--- src/rtl/hbs_pkg.sv ---
package hbs_pkg;

  typedef enum logic [1:0] {
    LVL_OFF = 2'd0,
    LVL_HI  = 2'd1,
    LVL_LO  = 2'd2
  } lvl_e;

  typedef enum logic [1:0] {
    PH_IDLE = 2'd0,
    PH_PRE  = 2'd1,
    PH_RUN  = 2'd2
  } phase_e;

  localparam logic [1:0] CODE_LO = 2'b00;
  localparam logic [1:0] CODE_HI = 2'b01;

endpackage

--- src/rtl/hbs_holdoff.sv ---
module hbs_holdoff
  import hbs_pkg::*;
#(
  parameter int HOLD_CYC = 13
) (
  input  logic       clk,
  input  logic       rst,
  input  logic [1:0] code_i,
  output lvl_e       lvl_o
);

  localparam int CW = $clog2(HOLD_CYC + 1);
  localparam logic [CW-1:0] LIM = CW'(HOLD_CYC - 1);

  logic [CW-1:0] mid_q;
  lvl_e          last_q;
  logic          is_mid;

  assign is_mid = (code_i != CODE_LO) && (code_i != CODE_HI);

  always_ff @(posedge clk) begin
    if (rst) begin
      mid_q  <= '0;
      last_q <= LVL_OFF;
    end else begin
      if (is_mid) mid_q <= (mid_q >= LIM) ? LIM : mid_q + CW'(1);
      else        mid_q <= '0;
      if (code_i == CODE_HI)      last_q <= LVL_HI;
      else if (code_i == CODE_LO) last_q <= LVL_LO;
    end
  end

  always_comb begin
    if (code_i == CODE_HI)      lvl_o = LVL_HI;
    else if (code_i == CODE_LO) lvl_o = LVL_LO;
    else if (mid_q >= LIM)      lvl_o = LVL_OFF;
    else                        lvl_o = last_q;
  end

  // the run counter clears as soon as the code leaves the middle region
  a_r5_restart: assert property (@(posedge clk) disable iff (rst)
    !is_mid |=> (mid_q == '0));

endmodule

--- src/rtl/hbs_enable_seq.sv ---
module hbs_enable_seq
  import hbs_pkg::*;
#(
  parameter int PRE_CYC = 6
) (
  input  logic   clk,
  input  logic   rst,
  input  logic   act_i,
  output phase_e phase_o
);

  localparam int PW = $clog2(PRE_CYC + 1);
  localparam logic [PW-1:0] PLAST = PW'(PRE_CYC - 1);

  phase_e        phase_q;
  logic [PW-1:0] pc_q;
  logic          act_q;

  always_ff @(posedge clk) begin
    if (rst) begin
      phase_q <= PH_IDLE;
      pc_q    <= '0;
      act_q   <= 1'b1;
    end else begin
      act_q <= act_i;
      if (!act_i) begin
        phase_q <= PH_IDLE;
        pc_q    <= '0;
      end else begin
        case (phase_q)
          PH_IDLE: if (!act_q) begin
            phase_q <= PH_PRE;
            pc_q    <= '0;
          end
          PH_PRE: begin
            if (pc_q == PLAST) phase_q <= PH_RUN;
            else               pc_q    <= pc_q + PW'(1);
          end
          default: phase_q <= PH_RUN;
        endcase
      end
    end
  end

  assign phase_o = phase_q;

  // losing the enable condition always returns to idle
  a_r8_abort: assert property (@(posedge clk) disable iff (rst)
    !act_i |=> (phase_q == PH_IDLE));

  // leaving idle needs the enable condition to have been low the edge before
  a_r1_edge_only: assert property (@(posedge clk) disable iff (rst)
    (phase_q == PH_IDLE && act_q) |=> (phase_q == PH_IDLE));

endmodule

--- src/rtl/hbs_gate_arb.sv ---
module hbs_gate_arb
  import hbs_pkg::*;
#(
  parameter int DEAD_CYC = 2
) (
  input  logic clk,
  input  logic rst,
  input  lvl_e req_i,
  input  logic hs_off_fb,
  input  logic ls_off_fb,
  output logic hs_on,
  output logic ls_on
);

  localparam int DW = $clog2(DEAD_CYC + 2);
  localparam logic [DW-1:0] DLIM = DW'(DEAD_CYC);

  logic [1:0] want;
  logic [1:0] fb;
  logic [1:0] cmd_q;
  logic [1:0] cmd_d;

  assign want[0] = (req_i == LVL_HI);
  assign want[1] = (req_i == LVL_LO);
  assign fb      = {ls_off_fb, hs_off_fb};

  // index 0 = high side, index 1 = low side
  for (genvar s = 0; s < 2; s++) begin : g_side
    localparam int O = 1 - s;
    logic [DW-1:0] wait_q;
    logic          blocked;
    logic          go;

    assign blocked = cmd_q[O] || !fb[O];
    assign go      = !blocked && (wait_q >= DLIM);
    assign cmd_d[s] = want[s] && (cmd_q[s] || go);

    always_ff @(posedge clk) begin
      if (rst)          wait_q <= '0;
      else if (blocked) wait_q <= '0;
      else if (wait_q < DLIM) wait_q <= wait_q + DW'(1);
    end
  end

  always_ff @(posedge clk) begin
    if (rst) cmd_q <= 2'b00;
    else     cmd_q <= cmd_d;
  end

  assign hs_on = cmd_q[0];
  assign ls_on = cmd_q[1];

  // no overlap of the two commands
  a_r4_no_overlap: assert property (@(posedge clk) disable iff (rst)
    !(hs_on && ls_on));

  // high side rises only after low side was off and sensed low
  a_r3_hs_after_fb: assert property (@(posedge clk) disable iff (rst)
    $rose(hs_on) |-> ($past(ls_off_fb) && !$past(ls_on)));

  // low side rises only after high side was off and sensed low
  a_r3_ls_after_fb: assert property (@(posedge clk) disable iff (rst)
    $rose(ls_on) |-> ($past(hs_off_fb) && !$past(hs_on)));

endmodule

--- src/rtl/hb_gate_seq.sv ---
module hb_gate_seq
  import hbs_pkg::*;
#(
  parameter int HOLD_CYC = 13,
  parameter int PRE_CYC  = 6,
  parameter int DEAD_CYC = 2
) (
  input  logic       clk,
  input  logic       rst,
  input  logic [1:0] pwm_code,
  input  logic       drive_en,
  input  logic       sync_rect,
  input  logic       supply_ok,
  input  logic       hs_off_fb,
  input  logic       ls_off_fb,
  output logic       hs_on,
  output logic       ls_on
);

  logic   act;
  lvl_e   lvl;
  lvl_e   req;
  phase_e phase;

  assign act = drive_en && supply_ok;

  hbs_holdoff #(.HOLD_CYC(HOLD_CYC)) u_hold (
    .clk(clk), .rst(rst), .code_i(pwm_code), .lvl_o(lvl)
  );

  hbs_enable_seq #(.PRE_CYC(PRE_CYC)) u_ena (
    .clk(clk), .rst(rst), .act_i(act), .phase_o(phase)
  );

  always_comb begin
    case (phase)
      PH_PRE:  req = LVL_LO;
      PH_RUN:  req = lvl;
      default: req = LVL_OFF;
    endcase
    if (!act) req = LVL_OFF;
    if (!sync_rect && req == LVL_LO) req = LVL_OFF;
  end

  hbs_gate_arb #(.DEAD_CYC(DEAD_CYC)) u_arb (
    .clk(clk), .rst(rst), .req_i(req),
    .hs_off_fb(hs_off_fb), .ls_off_fb(ls_off_fb),
    .hs_on(hs_on), .ls_on(ls_on)
  );

  // disable forces both gates off at the sampling edge
  a_r7_disable_off: assert property (@(posedge clk) disable iff (rst)
    !drive_en |=> (!hs_on && !ls_on));

  // loss of supply clamps both gates
  a_r9_supply_off: assert property (@(posedge clk) disable iff (rst)
    !supply_ok |=> (!hs_on && !ls_on));

  // skip mode blanks the low side
  a_r6_ls_blank: assert property (@(posedge clk) disable iff (rst)
    !sync_rect |=> !ls_on);

endmodule

--- config.mk ---
export PLATFORM = sky130hd
export DESIGN_NAME = hb_gate_seq
export DESIGN_NICKNAME = d
export VERILOG_FILES = /design/src/rtl/hbs_pkg.sv /design/src/rtl/hbs_holdoff.sv /design/src/rtl/hbs_enable_seq.sv /design/src/rtl/hbs_gate_arb.sv /design/src/rtl/hb_gate_seq.sv
export SDC_FILE = /design/constraint.sdc
export NUM_CORES = 1
export LEC_CHECK = 0
export ABC_AREA = 0
export BUFFER_PORTS_ARGS = -buffer_cell sky130_fd_sc_hd__buf_4
export CORE_MARGIN = 2
export CORE_UTILIZATION = 59
export CTS_CLUSTER_DIAMETER = 30
export DETAILED_ROUTE_END_ITERATION = 10
export PLACE_DENSITY = 0.85
export SETUP_SLACK_MARGIN = 0.02
export SYNTH_ARGS = -nofsm -noshare
export SYNTH_HDL_FRONTEND = slang
export SYNTH_SLANG_ARGS = --single-unit
--- constraint.sdc ---
create_clock -name clk -period 4.15 [get_ports clk]
set_input_delay 0.6225 -clock clk [delete_from_list [all_inputs] [get_ports clk]]
set_output_delay 0.6225 -clock clk [all_outputs]
set_load 0.03 [all_outputs]
==> impl_metrics.toml <==
[floorplanning]
start_util_pct = 65.34
rows = 13
core_area_um2 = 1350
die_area_um2 = 1820
io_pins = 11
fp.dieW_um = 42.67
die_h_um = 42.67

[global_route]
grt-ovfl-total = 0
grt_pass1_wl_mm = 2.739
grt_max_degree = 11
grt_util_met1_pct = 23.40
use_met3_pct = 5.532
first_global_vias = 672
antenna_found_initial = 0
grt_usage_pct = 19.98
use_met2_pct = 31.82
top_usage_layer = "met2"

[cts]
hold_buffers = 0
htreeDepth = 1
tritoncts = "built"
clock_latency_ns = 0.30
cts_resized = 0
cts.path.max_buffers = 2
cts_setup_buffers = 0
clk_pin_slew_worst_paths_ns = 0.10
cts_root_buf = "clkbuf_4"
clkSinkCount = 18
cts_buffers = 3

[setup_path]
r2r-start = "u_ena.phase_o[1]"
required_ns = 3.53
cpPeakStageDelay_ns = 0.39
critical_path.top_delay_family = "flip-flops"
r2r-end = "u_ena.pc_q[0]"
cp-start-kind = "flop"
crit_chain = "buf_4"
rrSetupSlack_ns = 2.67
worst_r2r_path_depth = 6
crit_path_top_delay_cell = "dfxtp_1"
end_kind = "primary output"
crit_buf_inv = 1
arrival_ns = 0.87
critPathKind = "flop to primary output"
critical_path.max_fanout = 4

[flow_run]
maxCapViolations = 0

[cells_and_area]
final_area_um2 = 999.7
ff_latch_area_um2 = 360.3
syn2layout_area_growth_pct = 13.33
final_common_cell = "dfxtp_1"
fin_util_pct = 74.05
mostFrequentLayoutCells = "dfxtp_1, nor2_1, buf_4"
nets = 125
multi_input_area_um2 = 475.5
insertedDiodeCount = 0
nFillCells = 101
drive_gt1_share_pct = 19.63

[sta]
relSlewSlack_pct = 76.30
maxSlewViolCount = 0
finalClockSkew_ns = 0.004477
postLayoutSetupSlackWorst_ns = 2.656
fmax_ghz = 0.6693
setup_viol = 0
worst_slew_pin_slew_ns = 0.3555
period_needed_ns = 1.494
fin_crit_sh_pct = 36.00
finalHoldViolations = 0
rsz0062_at_grt = "no"
setup_tns_ns = 0

[pwr]
peakVddDrop_v = 0.0002520
combPwrFrac_pct = 10.4
p_leak_nw = 0.4266
p_seq_share_pct = 56.2
switching_power_mw = 0.07573
swShare_pct = 23.28
p_int_mw = 0.2495
clock_power_share_pct = 33.4
p_per_area_nw_per_um2 = 325.4

[routing]
initialDrtViolationCount = 11
postRouteAntennaNets = 0
via_per_inst = 5.451
routed-via-count = 665
wl_per_cell_um = 11.67
drc = 0
first_pass_iters = 4
drt-total-wl_mm = 1.424

[run_status]
status = "finished, final reports clean"

[synth]
synth_cell_types = 32
async_reset_ff_share_pct = 0
synthFlopType = "dfxtp_1"
yosys.area.top_type = "dfxtp_1"
syn_area_per_cell_um2 = 9.285
synth_edf_count = 0
syn_inst = 95
synth_area_leaders = "dfxtp_1, ha_1, nor2_1, xor2_1, inv_1"
synth_seq_area_share_pct = 40.85
ys_ff_latch = 18
synth.top_cell.area_share_pct = 40.85
syn-num-nets = 112
ys_warn_count = 0
synth.cell_area_um2 = 882.1

[place]
place_ws_ns = 2.706
gp_congestion = 0.7817
portBuffers = 10
place_area_um2 = 963.4
hpwl_mm = 1.066

[worst_hold_path]
hold_end = "u_hold.mid_q[0]"
min_from = "u_hold.mid_q[0]"
hold_path.class = "flop to flop"
min_path_cells = 1
cells in the mapped netlist (all sizes together), types with 2 or more instances:
library cell  count
dfxtp            18
nor2             15
inv               9
ha                8
nand2             7
a21oi             4
xor2              4
a21o              3
a31oi             2
buf               2
nand3             2
nor3b             2
o2111ai           2
o21ai             2
or3b              2
power by group through the flow:
stage / Combinational [mW] / Sequential [mW] / Clock [mW]
final: 0.0340 / 0.183 / 0.109
after global placement: 0.0325 / 0.186 / 0
after floorplan: 0.0235 / 0.186 / 0
after CTS: 0.0343 / 0.183 / 0.113
after global routing: 0.0388 / 0.184 / 0.119
after detailed placement: 0.0337 / 0.187 / 0
how the worst max path moves through the flow:
stage	from	endpoint	slack [ns]	depth (start not counted)
6_report	u_arb.cmd_q[0]	hs_on	2.66	1
3_3_place_gp	pwm_code[1]	u_arb.cmd_q[0]	2.73	5
5_1_grt	u_ena.phase_o[1]	u_ena.pc_q[0]	2.57	6
2_1_floorplan	u_ena.phase_o[0]	u_ena.phase_o[1]	2.80	6
3_5_place_dp	pwm_code[1]	u_arb.cmd_q[0]	2.71	5
4_1_cts	u_arb.cmd_q[0]	hs_on	2.65	1
flip-flops by register name (all words and copies together) (netlist names):
| register | count |
|---|---|
| u_hold.last_q | 2 |
| u_arb.g_side.wait_q | 4 |
| u_ena.act_q | 1 |
| u_ena.phase_o | 2 |
| u_ena.pc_q | 3 |
| u_arb.cmd_q | 2 |
| u_hold.mid_q | 4 |
area by class of cell:
cell class | count | share of cell area, %
Tap cell | 15 | 1.877
Inverter | 9 | 3.379
Clock buffer | 4 | 3.630
Multi-Input combinational cell | 66 | 47.56
Timing Repair Buffer | 10 | 7.509
Sequential cell | 18 | 36.05
cells by family (layout without fill, tap and decap cells):
logic type	after synthesis	after routing	share of synthesized area, %
muxes	2	2	2.836
AOI/OAI and AO/OA	17	17	14.75
and+or+nand+nor	35	35	20.99
xor gates and xnor gates	4	4	3.971
adders and majority gates	8	8	11.35
DFF	18	18	40.85
buffers and inverters	11	23	5.248
routing by layer:
layer  wire length (um)  share of wire (%)
met1                686                 48
met2                638                 45
met3                 60                4.2
met4                 38                2.7
met5                  0                  0
metrics by stage:
step	total power [mW]	std cells	hold slack [ns]
2_1_floorplan	0.2094	95	0.4169
3_3_place_gp	0.2189	118	0.4266
3_5_place_dp	0.2203	118	0.4360
4_1_cts	0.3299	122	0.4514
5_1_grt	0.3415	122	0.4779
6_report	0.3253	122	0.4506
Note: power is estimated with default switching activity, not from simulation.
